<file path="src/rtl/sclk_pkg.sv">
package sclk_pkg;

    typedef enum logic [1:0] {
        ROLE_GPIO    = 2'd0,
        ROLE_CLK_OUT = 2'd1,
        ROLE_CLK_IN  = 2'd2
    } pin_role_e;

endpackage

</file>
<file path="src/rtl/sclk_pin_sync.sv">
module sclk_pin_sync #(
    parameter int SYNC_STAGES = 2
) (
    input  logic clk,
    input  logic rst_n,
    input  logic pin_i,
    output logic rise_o
);
    localparam int N = SYNC_STAGES + 1;

    typedef struct packed {
        logic [N-1:0] sh;
    } sync_st_t;

    sync_st_t st_d, st_q;

    always_comb begin
        st_d    = st_q;
        st_d.sh = {st_q.sh[N-2:0], pin_i};
        rise_o  = st_q.sh[N-2] & ~st_q.sh[N-1];
    end

    always_ff @(posedge clk or negedge rst_n) begin
        if (!rst_n) st_q <= '0;
        else        st_q <= st_d;
    end

    AST_RISE_SINGLE: assert property (@(posedge clk) disable iff (!rst_n)
        rise_o |=> !rise_o);

endmodule

</file>
<file path="src/rtl/sclk_baud_div.sv">
module sclk_baud_div #(
    parameter int OVERSAMPLE = 16
) (
    input  logic clk,
    input  logic rst_n,
    input  logic tick_i,
    input  logic hold_i,
    output logic wrap_o,
    output logic phase_o
);
    localparam int CNT_W = $clog2(OVERSAMPLE);
    localparam logic [CNT_W-1:0] LAST = CNT_W'(OVERSAMPLE - 1);
    localparam logic [CNT_W-1:0] HALF = CNT_W'(OVERSAMPLE / 2);

    typedef struct packed {
        logic [CNT_W-1:0] cnt;
    } div_st_t;

    div_st_t st_d, st_q;

    always_comb begin
        st_d = st_q;
        if (hold_i)
            st_d.cnt = '0;
        else if (tick_i)
            st_d.cnt = (st_q.cnt == LAST) ? '0 : st_q.cnt + 1'b1;
        wrap_o  = tick_i & ~hold_i & (st_q.cnt == LAST);
        phase_o = (st_q.cnt >= HALF);
    end

    always_ff @(posedge clk or negedge rst_n) begin
        if (!rst_n) st_q <= '0;
        else        st_q <= st_d;
    end

    AST_DIV_HOLD: assert property (@(posedge clk) disable iff (!rst_n)
        hold_i |=> (st_q.cnt == '0));

    AST_DIV_STEP: assert property (@(posedge clk) disable iff (!rst_n)
        (tick_i && !hold_i && st_q.cnt != LAST) |=> (st_q.cnt == $past(st_q.cnt) + 1'b1));

endmodule

</file>
<file path="src/rtl/sclk_role_dec.sv">
module sclk_role_dec
    import sclk_pkg::*;
(
    input  logic [1:0] cke_i,
    input  logic       sync_mode_i,
    output pin_role_e  role_o,
    output logic       use_ext_o
);
    always_comb begin
        use_ext_o = cke_i[1];
        if (cke_i[1])
            role_o = ROLE_CLK_IN;
        else if (sync_mode_i || cke_i[0])
            role_o = ROLE_CLK_OUT;
        else
            role_o = ROLE_GPIO;
    end
endmodule

</file>
<file path="src/rtl/sclk_src_sel.sv">
module sclk_src_sel
    import sclk_pkg::*;
#(
    parameter int OVERSAMPLE  = 16,
    parameter int SYNC_STAGES = 2
) (
    input  logic       clk,
    input  logic       rst_n,
    input  logic [1:0] cke_i,
    input  logic       sync_mode_i,
    input  logic       int_tick16_i,
    input  logic       sck_pin_i,
    output logic       os_tick_o,
    output logic       bit_tick_o,
    output logic       sck_oe_o,
    output logic       sck_out_o
);
    pin_role_e role;
    logic      use_ext;
    logic      ext_rise;
    logic      div_wrap;
    logic      div_phase;
    logic      src_tick;

    sclk_role_dec u_dec (
        .cke_i       (cke_i),
        .sync_mode_i (sync_mode_i),
        .role_o      (role),
        .use_ext_o   (use_ext)
    );

    sclk_pin_sync #(.SYNC_STAGES(SYNC_STAGES)) u_sync (
        .clk    (clk),
        .rst_n  (rst_n),
        .pin_i  (sck_pin_i),
        .rise_o (ext_rise)
    );

    sclk_baud_div #(.OVERSAMPLE(OVERSAMPLE)) u_div (
        .clk     (clk),
        .rst_n   (rst_n),
        .tick_i  (int_tick16_i),
        .hold_i  (use_ext),
        .wrap_o  (div_wrap),
        .phase_o (div_phase)
    );

    always_comb begin
        if (sync_mode_i)
            src_tick = use_ext ? ext_rise : div_wrap;
        else
            src_tick = use_ext ? ext_rise : int_tick16_i;
        os_tick_o  = src_tick & ~sync_mode_i;
        bit_tick_o = src_tick &  sync_mode_i;
        sck_oe_o   = (role == ROLE_CLK_OUT);
        sck_out_o  = sck_oe_o & div_phase;
    end

    AST_TICK_EXCL: assert property (@(posedge clk) disable iff (!rst_n)
        !(os_tick_o && bit_tick_o));

    AST_PIN_QUIET: assert property (@(posedge clk) disable iff (!rst_n)
        !sck_oe_o |-> !sck_out_o);

    AST_EXT_NO_DRIVE: assert property (@(posedge clk) disable iff (!rst_n)
        cke_i[1] |-> !sck_oe_o);

    AST_EXT_TICK_SRC: assert property (@(posedge clk) disable iff (!rst_n)
        (cke_i[1] && (os_tick_o || bit_tick_o)) |-> ext_rise);

endmodule

</file>
<file path="config.mk">
export PLATFORM = sky130hd
export DESIGN_NAME = sclk_src_sel
export DESIGN_NICKNAME = d
export VERILOG_FILES = /design/src/rtl/sclk_pkg.sv /design/src/rtl/sclk_pin_sync.sv /design/src/rtl/sclk_baud_div.sv /design/src/rtl/sclk_role_dec.sv /design/src/rtl/sclk_src_sel.sv
export SDC_FILE = /design/constraint.sdc
export NUM_CORES = 1
export LEC_CHECK = 0
export ABC_CLOCK_PERIOD_IN_PS = 1370
export CAP_MARGIN = 20
export CORE_AREA = 2 2 39 41
export CTS_CLUSTER_DIAMETER = 50
export DETAILED_ROUTE_END_ITERATION = 16
export DIE_AREA = 0 0 41 43
export PLACE_DENSITY = 0.57
export SLEW_MARGIN = 30
export SYNTH_ARGS = -nofsm -noshare
export SYNTH_HDL_FRONTEND = slang
export SYNTH_SLANG_ARGS = --single-unit
</file>
<file path="constraint.sdc">
create_clock -name clk -period 1.37 [get_ports clk]
set_input_delay 0.274 -clock clk [delete_from_list [all_inputs] [get_ports clk]]
set_output_delay 0.274 -clock clk [all_outputs]
set_load 0.005 [all_outputs]
</file>
==> impl_results.md, run 1 <==
* Final setup viols at 1
* Final max-slew violation count at 0
* Seq/Total Area, Yosys at 0.520
* Failing checks: setup timing
* Global-route wire length before repair at 1090 µm
* Top delay family on crit path: flip-flops
* Worst hold path type: in2async
* Starting Density at 0.243
* CP max FO at 2
* Ports at 11
* Overall power consumption at 0.482 mW
* Cell taking the most area after synthesis: dfrtp_1
* Post-synth net total at 44
* Die height at 43 µm
* Hpwl dp at 556 µm
* Tcrit/Tclk final at 1.07
* Met2 GRT Util at 0.134
* FF-to-FF path depth at 3
* Worst Setup End Kind: primary output
* Worst Path Arrival at 1.19 ns
* WP data required at around 1.1 ns
* Largest net degree at the start of global routing at 8
* Grt ovf at 0
* Slowest stage cell, crit path: dfrtp_1
* Clock sink count at 7
* Placed cells at 69
* Critical R2R Launch: u_div.st_q[3]$_DFFE_PN0P_
* Top cells by area, synth: dfrtp_1 52%, ha_1 7.4%, nor2_1 6.7%
* Peak supply drop at roughly 0.00043 V
* GRT Resource Usage Total at 0.101
* Drt wl/cell at 9.89 µm
* Synth async-reset ratio at 1.00
* Area growth, synth to finish at 59.5%
* DR iter-0 viols at 2
* Yosys Warn Count at 0
* Root buffer cell: clkbuf_4
* Final Util at 0.388
* Ant diodes at 0
* Number of synthesized flops with an enable pin at 0
* Setup ws final at -0.0898 ns
* CP Buf/Inv Count at 1
* Max-Cap Viols at 0
* Share of cells above drive strength 1 at 0.333
* Leak Pwr at 0.263 nW
* Cell Pwr Density at approximately 900 mW/mm²
* Nets at between 60 and 70
* Grt peak-use layer: met2
* RSZ-0062 raised after global routing: yes
* Fin cells at 73
* Vias in the first global route at 272
* Number of routed nets with antenna violations at 0
* Post-CTS Setup Repair Bufs at 0
* Total number of vias at about 290
* GRT met1 Usage at 0.116
* Setup WS pre-CTS at -0.583 ns
* GPL Wtd Cong at 0.722
* DRC viols at 0
* Total die area at 0.00176 mm²
* Clock Skew at 0.000389 ns
* Status: finished with violations
* Top cell type's share of synthesized area at 0.520
* Count leader, synth: dfrtp_1
* Slew Limit Headroom at 0.784
* GR Util met3 at 0.0366
* Reg2reg setup slack at around 0.11 ns
* Top FF cell, synth: dfrtp_1
* TritonCTS buffer count at 3
* Reg-to-Reg End: u_div.st_q[3]$_DFFE_PN0P_
* Die width at 41 µm
* Worst setup SP type: flop
* First-pass detailed-route iteration total at 3
* Via density at 4.00
* H-Tree Depth at 1
* TritonCTS clock tree: built
* Final Hold Fails at 0
* Unique masters post-synth at 18
* Max Freq at 685 MHz
* Initial antenna violation count at 0
* Crit path kind: reg2out
* Worst-Margin Slew at 0.323 ns
* Clock latency on the worst-skew pair at 0.24 ns
* CP max stage delay at about 0.38 ns
* CTS Buffer Depth at 2
* Final min period at 1.46 ns
* Input/output buffers at 10
* Syn Area/Cell at slightly below 10 µm²
* Clk pin slew, worst setup/hold paths at about 0.050 ns
* Synth Cell Area at 337 µm²
* Final setup TNS at -0.0898 ns
* Core footprint at 0.00138 mm²
* Synth Register Bits at 7
* Post-Syn Instances at 35
* Row count at 14
* Wire length after detailed routing at around 720 µm
* Crit path cell chain: ha_2, nand2_2, nor3_2, o21a_1, buf_2
* Top cells by count, synth: 7 x dfrtp_1, 6 x nor2_1, 3 x inv_1, 3 x nand2_1
-- per-stage QoR --
stage | hold slack [ns] | cell area, µm²
floorplan | -0.0216 | 337
global placement | 0.335 | 520
detailed placement | 0.343 | 520
CTS | 0.287 | 542
global route | 0.301 | 537
finish | 0.290 | 537
-- where the power goes --
part | total [mW] | internal (mW) | switching [mW]
registers | 0.223 | 0.218 | 0.00519
logic | 0.0761 | 0.0428 | 0.0333
clock network | 0.183 | 0.111 | 0.0726
total | 0.482 | 0.371 | 0.111
-- cell families after synthesis --
logic type | count (synthesis) | synth area share
AO/OA/AOI/OAI | 5 | 0.0855
XOR/XNOR | 2 | 0.0521
adder cells (fa/ha/maj) | 2 | 0.0743
buffers and inverters | 4 | 0.0446
flip-flops | 7 | 0.520
multiplexers | 1 | 0.0297
AND/OR/NAND/NOR | 14 | 0.193
-- final cells by class --
type	instances	area, µm²
clock buffers	4	26.3
flip-flops and latches	7	175
repair buffers	19	148
inverters	3	11.3
fillers	148	847
well taps	16	20.0
multi-input cells	24	156
-- cell usage in the layout (no fill, tap or decap) --
cell,n
a21oi_1,2
and2_1,1
buf_2,3
buf_4,9
clkbuf_1,1
clkbuf_4,3
clkdlybuf4s15_1,1
clkdlybuf4s50_1,2
dfrtp_1,7
dlygate4sd2_1,4
ha_1,1
ha_2,1
inv_1,3
mux2i_1,1
nand2_1,2
nand2_2,2
nor2_1,6
nor2b_1,1
nor3_2,1
o21a_1,1
o21ai_0,1
o22ai_1,1
or4_1,1
xnor2_1,1
xor2_1,1
-- state kept, by name, indices dropped and copies added (netlist names) --
signal,cells
u_div.st_q,4
u_sync.st_q,3
-- worst max path at each step --
stage | start | end | slack [ns] | cells after the start
floorplan | u_div.st_q[0]$_DFFE_PN0P_ | bit_tick_o | 0.20 | 4
global placement | cke_i[1] | os_tick_o | -0.59 | 5
detailed placement | cke_i[1] | os_tick_o | -0.58 | 5
CTS | u_div.st_q[1]$_DFFE_PN0P_ | bit_tick_o | -0.12 | 5
global route | u_div.st_q[0]$_DFFE_PN0P_ | bit_tick_o | -0.17 | 5
finish | u_div.st_q[0]$_DFFE_PN0P_ | bit_tick_o | -0.09 | 5
-- routing by layer --
metal / vias to the layer above / share of wire
met5: - / 0
met4: 0 / 0.011
met3: 2 / 0.11
met2: 10 / 0.44
met1: 123 / 0.44
li1: 157 / -
-- repair_timing --
| action | CTS | global route |
|---|---|---|
| hold buffers | 0 | 0 |
| endpoints found under the setup margin | 4 | 2 |
| gates cloned | 0 | 0 |
| pin swaps | 5 | 1 |
| hold endpoints to repair | 0 | 0 |
| resized for setup | 19 | 2 |
Power figures use the tool's default switching activity.
==> inputs of run 2 (changes only) <==
--- a/config.mk
+++ b/config.mk
@@ -5,14 +5,11 @@
 export SDC_FILE = /design/constraint.sdc
 export NUM_CORES = 1
 export LEC_CHECK = 0
-export ABC_CLOCK_PERIOD_IN_PS = 1370
 export CAP_MARGIN = 20
 export CORE_AREA = 2 2 39 41
-export CTS_CLUSTER_DIAMETER = 50
 export DETAILED_ROUTE_END_ITERATION = 16
 export DIE_AREA = 0 0 41 43
 export PLACE_DENSITY = 0.57
-export SLEW_MARGIN = 30
 export SYNTH_ARGS = -nofsm -noshare
 export SYNTH_HDL_FRONTEND = slang
 export SYNTH_SLANG_ARGS = --single-unit
==> results of run 2 <==
The final DEF is identical to that of run 1; final timing and power are the same.
